--- config.mk ---
export PLATFORM = sky130hd
export DESIGN_NAME = raster_timing_gen
export DESIGN_NICKNAME = d
export VERILOG_FILES = /design/src/rtl/rtg_pkg.sv /design/src/rtl/rtg_mode_regs.sv /design/src/rtl/rtg_hcount.sv /design/src/rtl/rtg_vseq.sv /design/src/rtl/raster_timing_gen.sv
export SDC_FILE = /design/constraint.sdc
export NUM_CORES = 1
export LEC_CHECK = 0
export BUFFER_PORTS_ARGS = -buffer_cell sky130_fd_sc_hd__buf_2
export CORE_ASPECT_RATIO = 1.1
export CORE_MARGIN = 2
export CORE_UTILIZATION = 35
export DETAILED_ROUTE_END_ITERATION = 6
export SYNTH_ARGS = -nofsm -noshare
export SYNTH_HDL_FRONTEND = slang
export SYNTH_SLANG_ARGS = --single-unit
--- constraint.sdc ---
create_clock -name clk -period 5.9 [get_ports clk]
set_input_delay 0.295 -clock clk [delete_from_list [all_inputs] [get_ports clk]]
set_output_delay 0.295 -clock clk [all_outputs]
set_load 0.01 [all_outputs]
--- src/rtl/rtg_pkg.sv ---
// Shared types for the raster timing generator.
// Assumes all programmed values fit in CW bits.
package rtg_pkg;
    parameter int CW = 16;

    typedef enum logic [1:0] {
        SEG_ACT0 = 2'd0,
        SEG_BLK0 = 2'd1,
        SEG_ACT1 = 2'd2,
        SEG_BLK1 = 2'd3
    } seg_e;

    typedef struct packed {
        logic          interlace;
        logic [CW-1:0] width;
        logic [CW-1:0] hblank;
        logic [CW-1:0] f0_lines;
        logic [CW-1:0] f1_lines;
        logic [CW-1:0] blank_a;
        logic [CW-1:0] blank_b;
        logic [CW-1:0] first_line;
        logic [CW-1:0] rise_line;
        logic [CW-1:0] fall_line;
    } mode_t;
endpackage

--- src/rtl/rtg_mode_regs.sv ---
// Staging and live mode registers with a commit request flag.
// The live set changes only on apply. A commit write wins over a
// simultaneous apply-clear of the request.
module rtg_mode_regs
    import rtg_pkg::*;
#(
    parameter int AW = 4
) (
    input  logic          clk,
    input  logic          rst_n,
    input  logic          wr_en,
    input  logic [AW-1:0] wr_addr,
    input  logic [CW-1:0] wr_data,
    input  logic          apply,
    output mode_t         stg,
    output mode_t         live,
    output logic          pend
);
    localparam logic [AW-1:0] A_MODE   = AW'(0);
    localparam logic [AW-1:0] A_WIDTH  = AW'(1);
    localparam logic [AW-1:0] A_HBLK   = AW'(2);
    localparam logic [AW-1:0] A_F0     = AW'(3);
    localparam logic [AW-1:0] A_F1     = AW'(4);
    localparam logic [AW-1:0] A_BLKA   = AW'(5);
    localparam logic [AW-1:0] A_BLKB   = AW'(6);
    localparam logic [AW-1:0] A_FIRST  = AW'(7);
    localparam logic [AW-1:0] A_RISE   = AW'(8);
    localparam logic [AW-1:0] A_FALL   = AW'(9);
    localparam logic [AW-1:0] A_COMMIT = AW'((1 << AW) - 1);

    logic commit_wr;
    assign commit_wr = wr_en && (wr_addr == A_COMMIT);

    // Purpose: capture register writes into the staging copy.
    always_ff @(posedge clk) begin
        if (!rst_n) begin
            stg <= '0;
        end else if (wr_en) begin
            case (wr_addr)
                A_MODE:  stg.interlace  <= wr_data[0];
                A_WIDTH: stg.width      <= wr_data;
                A_HBLK:  stg.hblank     <= wr_data;
                A_F0:    stg.f0_lines   <= wr_data;
                A_F1:    stg.f1_lines   <= wr_data;
                A_BLKA:  stg.blank_a    <= wr_data;
                A_BLKB:  stg.blank_b    <= wr_data;
                A_FIRST: stg.first_line <= wr_data;
                A_RISE:  stg.rise_line  <= wr_data;
                A_FALL:  stg.fall_line  <= wr_data;
                default: ;
            endcase
        end
    end

    // Purpose: track the commit request, set or withdrawn by software.
    always_ff @(posedge clk) begin
        if (!rst_n)         pend <= 1'b0;
        else if (commit_wr) pend <= wr_data[0];
        else if (apply)     pend <= 1'b0;
    end

    // Purpose: adopt the staging copy as the live set on apply.
    always_ff @(posedge clk) begin
        if (!rst_n)     live <= '0;
        else if (apply) live <= stg;
    end

    AST_LIVE_HOLD: assert property (@(posedge clk) disable iff (!rst_n)
        !apply |=> $stable(live));
    AST_PEND_CLR: assert property (@(posedge clk) disable iff (!rst_n)
        (apply && !commit_wr) |=> !pend);
endmodule

--- src/rtl/rtg_hcount.sv ---
// Sample counter along a line: width active samples then hblank samples.
// Assumes width and hblank are both at least 1 while running.
module rtg_hcount
    import rtg_pkg::*;
(
    input  logic          clk,
    input  logic          rst_n,
    input  logic          running,
    input  logic          restart,
    input  logic [CW-1:0] width,
    input  logic [CW-1:0] hblank,
    output logic          line_end,
    output logic          in_act
);
    localparam int SW = CW + 1;

    logic [SW-1:0] sx;
    logic [SW-1:0] line_len;

    assign line_len = SW'(width) + SW'(hblank);
    assign line_end = running && (sx == line_len - 1'b1);
    assign in_act   = sx < SW'(width);

    // Purpose: advance the sample position and wrap at the end of a line.
    always_ff @(posedge clk) begin
        if (!rst_n)        sx <= '0;
        else if (restart)  sx <= '0;
        else if (line_end) sx <= '0;
        else if (running)  sx <= sx + 1'b1;
    end

    AST_SX_BOUND: assert property (@(posedge clk) disable iff (!rst_n)
        running |-> (sx < line_len));
endmodule

--- src/rtl/rtg_vseq.sv ---
// Line sequencer: segment order, line numbering and field flag.
// Assumes every segment length is at least 1 and first_line <= total.
module rtg_vseq
    import rtg_pkg::*;
(
    input  logic          clk,
    input  logic          rst_n,
    input  logic          running,
    input  logic          restart,
    input  logic          line_end,
    input  mode_t         live,
    input  mode_t         nxt,
    output seg_e          seg,
    output logic [CW-1:0] ln,
    output logic          field,
    output logic          frame_end
);
    localparam int TW = CW + 2;

    logic [CW-1:0] segcnt;
    logic [CW-1:0] seg_len;
    logic          seg_last;
    seg_e          seg_nxt;
    logic [TW-1:0] total;
    logic [CW-1:0] ln_nxt;

    function automatic logic fld_upd(input logic cur, input logic il,
                                     input logic [CW-1:0] n,
                                     input logic [CW-1:0] r,
                                     input logic [CW-1:0] f);
        if (!il)         return 1'b0;
        else if (n == r) return 1'b1;
        else if (n == f) return 1'b0;
        else             return cur;
    endfunction

    // Purpose: pick the length of the current segment and its successor.
    always_comb begin
        case (seg)
            SEG_ACT0: begin seg_len = live.f0_lines; seg_nxt = SEG_BLK0; end
            SEG_BLK0: begin
                seg_len = live.blank_a;
                seg_nxt = live.interlace ? SEG_ACT1 : SEG_ACT0;
            end
            SEG_ACT1: begin seg_len = live.f1_lines; seg_nxt = SEG_BLK1; end
            default:  begin seg_len = live.blank_b;  seg_nxt = SEG_ACT0; end
        endcase
    end

    assign seg_last  = (segcnt == seg_len - 1'b1);
    assign frame_end = line_end && seg_last &&
                       ((seg == SEG_BLK1) || ((seg == SEG_BLK0) && !live.interlace));
    assign total     = live.interlace ?
                       (TW'(live.f0_lines) + TW'(live.blank_a) + TW'(live.f1_lines) + TW'(live.blank_b)) :
                       (TW'(live.f0_lines) + TW'(live.blank_a));
    assign ln_nxt    = (TW'(ln) == total) ? CW'(1) : ln + 1'b1;

    // Purpose: step through segments and count lines within each.
    always_ff @(posedge clk) begin
        if (!rst_n || restart) begin
            seg    <= SEG_ACT0;
            segcnt <= '0;
        end else if (line_end) begin
            if (seg_last) begin
                seg    <= seg_nxt;
                segcnt <= '0;
            end else begin
                segcnt <= segcnt + 1'b1;
            end
        end
    end

    // Purpose: number lines and flip the field flag on programmed lines.
    always_ff @(posedge clk) begin
        if (!rst_n) begin
            ln    <= '0;
            field <= 1'b0;
        end else if (restart) begin
            ln    <= nxt.first_line;
            field <= fld_upd(1'b0, nxt.interlace, nxt.first_line, nxt.rise_line, nxt.fall_line);
        end else if (line_end) begin
            ln    <= ln_nxt;
            field <= fld_upd(field, live.interlace, ln_nxt, live.rise_line, live.fall_line);
        end
    end

    AST_LN_RANGE: assert property (@(posedge clk) disable iff (!rst_n)
        running |-> (ln >= CW'(1) && TW'(ln) <= total));
    AST_LN_HOLD: assert property (@(posedge clk) disable iff (!rst_n)
        (running && !line_end && !restart) |=> $stable(ln));
    AST_PROG_FIELD: assert property (@(posedge clk) disable iff (!rst_n)
        !live.interlace |-> !field);
endmodule

--- src/rtl/raster_timing_gen.sv ---
// Top of the raster timing generator: mode registers, sample counter
// and line sequencer, plus the running and mode-match flags.
// Assumes software programs consistent, non-zero lengths before commit.
module raster_timing_gen
    import rtg_pkg::*;
#(
    parameter int AW = 4
) (
    input  logic          clk,
    input  logic          rst_n,
    input  logic          wr_en,
    input  logic [AW-1:0] wr_addr,
    input  logic [CW-1:0] wr_data,
    output logic          active_o,
    output logic          hblank_o,
    output logic          vblank_o,
    output logic          field_o,
    output logic [CW-1:0] line_o,
    output logic          running_o,
    output logic          mode_match_o
);
    mode_t         stg, live;
    logic          pend, apply, running, matched;
    logic          line_end, in_act, frame_end, field;
    seg_e          seg;
    logic [CW-1:0] ln;

    assign apply = pend && (!running || frame_end);

    rtg_mode_regs #(.AW(AW)) regs_i (
        .clk(clk), .rst_n(rst_n), .wr_en(wr_en), .wr_addr(wr_addr),
        .wr_data(wr_data), .apply(apply), .stg(stg), .live(live), .pend(pend)
    );

    rtg_hcount hcnt_i (
        .clk(clk), .rst_n(rst_n), .running(running), .restart(apply),
        .width(live.width), .hblank(live.hblank),
        .line_end(line_end), .in_act(in_act)
    );

    rtg_vseq vseq_i (
        .clk(clk), .rst_n(rst_n), .running(running), .restart(apply),
        .line_end(line_end), .live(live), .nxt(stg), .seg(seg), .ln(ln),
        .field(field), .frame_end(frame_end)
    );

    // Purpose: set the running and match flags on the first adoption.
    always_ff @(posedge clk) begin
        if (!rst_n) begin
            running <= 1'b0;
            matched <= 1'b0;
        end else if (apply) begin
            running <= 1'b1;
            matched <= 1'b1;
        end
    end

    assign vblank_o     = running && ((seg == SEG_BLK0) || (seg == SEG_BLK1));
    assign active_o     = running && in_act && !vblank_o;
    assign hblank_o     = running && !in_act;
    assign field_o      = field;
    assign line_o       = ln;
    assign running_o    = running;
    assign mode_match_o = matched;

    AST_MATCH_STICKY: assert property (@(posedge clk) disable iff (!rst_n)
        mode_match_o |=> mode_match_o);
    AST_RUN_START: assert property (@(posedge clk) disable iff (!rst_n)
        $rose(running_o) |-> mode_match_o);
endmodule

==> summary.txt <==
Global routing
  • Antenna violations before repair: 1
  • Largest net degree at the start of global routing: 115
  • Overflow after GRT: 0
  • Vias in the first global route: 16450
  • GR Util All Layers: 0.205
  • First-pass GRT wire length: 94900 um

CTS
  • Clk_lat worst skew: 0.57 ns
  • CTS root buffer: clkbuf_16
  • Clock Path Buffers: 3
  • CTS tree: built
  • Num Clock Sinks: 328
  • Clock transition at path regs: 0.06 ns
  • TritonCTS Buffers: 38
  • Htree depth: 2

Yosys
  • Main synth FF type: dfxtp_1
  • Post-synth top area share: 0.328
  • Cell Area, Synth: 20000 um^2
  • Post-synth cell types: 78
  • Ys async rst share: 0
  • Post-synthesis instance total: 2364
  • Seq/Total Area, Yosys: 0.328
  • Syn_nets: 2488
  • Synth area leader: dfxtp_1
  • Post-synth EDFFs: 0
  • Syn Area/Cell: 8.48 um^2
  • Syn. warnings: 0
  • Seq cells post-synth: 328
  • Synth top area cells: dfxtp_1 33%, mux2i_1 8.6%, nor2b_1 5.5%

Routing
  • Drt pass-1 iters: 5
  • Drt initial violations: 1036
  • Wire per inst: 19.3 um
  • Vias: 16899
  • Post-DRT Antenna Nets: 0
  • Vias/cell: 5.29
  • Routed WL: 61500 um
  • DRC errors left: 0

Timing
  • # setup viols final: 0
  • Skew final: 0.0204 ns
  • Slew @ Worst Pin: 1.14 ns
  • RSZ-0062 raised after global routing: yes
  • Worst relative slew slack: 0.234
  • Final period utilization: 0.985
  • Final WS setup: 0.0875 ns
  • FMAX: 0.172 GHz
  • Period minus WS final: 5.81 ns
  • Final Max Tran Viols: 0
  • Final Hold Vio Count: 0

Worst setup path
  • Worst Path Max Fanout: 4
  • R2R cell count: 24
  • Worst Path Arrival: 6.24 ns
  • Worst R2R Setup Slack: 0.09 ns
  • Crit. End Element: flip-flop
  • Crit path required time: 6.33 ns
  • R2r startpoint: regs_i.live[96]
  • Worst Setup SP: regs_i.live[96]
  • CP startpoint kind: flip-flop
  • Reg2Reg Capture Point: vseq_i.field
  • Setup CP Type: flip-flop to flip-flop

Final layout
  • Nets: 2536
  • Register area: 6570 um^2
  • Fin area: 23100 um^2
  • Area occupied by multi-input gates: 12600 um^2
  • Area growth syn-to-layout: 15.5%
  • FILL cells: 5721
  • Share of cells above drive strength 1: 0.130
  • Antenna cells: 0

Placement
  • RePlAce Congestion: 0.914
  • Placed cell area: 21300 um^2
  • Post-Place Setup Slack: -0.136 ns
  • Final HPWL DP: 44700 um
  • Port-buffer cells: 44

Hold path
  • HP Start: wr_data[9]
  • Worst hold path type: input port to flip-flop
  • Hold path depth: 3
  • Hold endpoint: regs_i.stg[9]

Run
  • Max-cap violations: 0

Floorplan
  • Initial Utilization: 0.352
  • Die Wd: 232 um
  • Row Count: 92
  • Die span in y: 255 um
  • Core area: 57000 um^2
  • Ports: 45
  • Die area: 59200 um^2

Pwr
  • Pwr per Cell Area: 214 nW/um^2
  • Static Leakage: 0.00857 uW
  • Worst IR drop on VDD: 194 uV
  • Total power: 4960 uW

Status
  • Status: finished clean
[synthesized netlist by cell type (62+ instances only)]
| cell type | instances |
|---|---|
| a21boi_0 | 114 |
| xor2_1 | 69 |
| nand2_1 | 286 |
| nor2b_1 | 175 |
| xnor2_1 | 77 |
| dfxtp_1 | 328 |
| o21ai_0 | 62 |
| inv_1 | 161 |
| mux2i_1 | 173 |
| clkbuf_1 | 111 |
| nor2_1 | 122 |
| ha_1 | 82 |
[stage by stage]
step / util / hold WS [ns] / cells / setup TNS (ns)
2_1_floorplan: - / 0.443 / 2364 / 0
3_3_place_gp: 0.374 / 0.451 / 3111 / -0.359
3_5_place_dp: 0.374 / 0.457 / 3111 / -0.510
4_1_cts: 0.401 / 0.100 / 3186 / 0
5_1_grt: 0.406 / 0.135 / 3193 / -0.363
6_report: 0.406 / 0.126 / 3193 / 0
[flip-flops by register name, indices dropped and copies added (netlist names)]
register	count
mode_match_o	1
vseq_i.segcnt	16
vseq_i.seg	2
regs_i.stg	145
vseq_i.field	1
vseq_i.ln	16
regs_i.live	129
regs_i.pend	1
hcnt_i.sx	17
[cell type report]
class / instances / share of cell area
Multi-Input combinational cell: 1729 / 0.545
Sequential cell: 328 / 0.284
Clock buffer: 54 / 0.0480
Timing Repair Buffer: 154 / 0.0468
Tap cell: 752 / 0.0406
Inverter: 161 / 0.0261
Clock inverter: 15 / 0.00967
[worst max path at each step]
stage                   endpoint  cells past startpoint
floorplan           vseq_i.ln[6]                     23
global placement    vseq_i.field                     24
detailed placement  vseq_i.field                     23
CTS                 vseq_i.field                     27
global route        vseq_i.field                     24
finish              vseq_i.field                     24
[worst max-delay path: stages (launching register included)]
cell	delay (ns)
dfxtp_2	0.35
ha_4	0.14
inv_2	0.04
fa_2	0.35
nand2b_4	0.16
buf_4	0.15
a21oi_4	0.15
o21ai_0	0.09
a21oi_1	0.21
inv_1	0.08
fa_1	0.49
inv_1	0.05
ha_2	0.37
and4_1	0.24
o211ai_1	0.14
a31oi_2	0.18
xnor2_1	0.08
and3_1	0.20
or4_4	0.54
or4_4	0.60
or4b_1	0.53
o211ai_1	0.13
o2111ai_2	0.15
o211ai_1	0.19
o211ai_1	0.10
[cells by family (layout without fill, tap and decap cells)]
family | Yosys count | in the layout | synth area share
muxes | 192 | 192 | 0.106
xor gates and xnor gates | 147 | 147 | 0.0650
and+or+nand+nor | 888 | 888 | 0.228
buffers and inverters | 307 | 384 | 0.0633
adders and majority gates | 101 | 101 | 0.0701
AOI/OAI and AO/OA | 401 | 401 | 0.140
DFF | 328 | 328 | 0.328
[layer usage]
layer | track usage | part of all wire
met5 | 0 | 0.00021
met4 | 0.0619 | 0.025
met3 | 0.0257 | 0.040
met2 | 0.371 | 0.51
met1 | 0.252 | 0.43
[layout by cell type (no fill, tap or decap), types with 16 or more instances in the layout]
cell,count
nor3_1,32
a21o_1,24
fa_1,18
xnor2_1,77
clkbuf_16,39
nand2_1,285
a21boi_0,114
buf_4,105
xor2_1,69
or3_1,18
a21oi_1,50
buf_2,43
mux2i_1,173
ha_1,70
nor2b_1,174
nand3_1,51
inv_1,159
nand2b_1,35
mux4_2,16
nor2_1,118
and3_1,30
o21ai_0,55
nand4_1,26
dfxtp_1,324
[power breakdown]
group	leakage, uW	switching, uW	internal (uW)
combinational	0.00527	117	72.4
clock	0.000655	992	1540
sequential	0.00265	12.4	2230
[what timing repair did]
action	in CTS	in global routing
resized for setup	31	56
cloned	2	0
hold buffers	0	0
buffers inserted	4	7
pin swaps	11	35
setup endpoints to repair	12	17
Note: power is estimated with default switching activity, not from simulation.
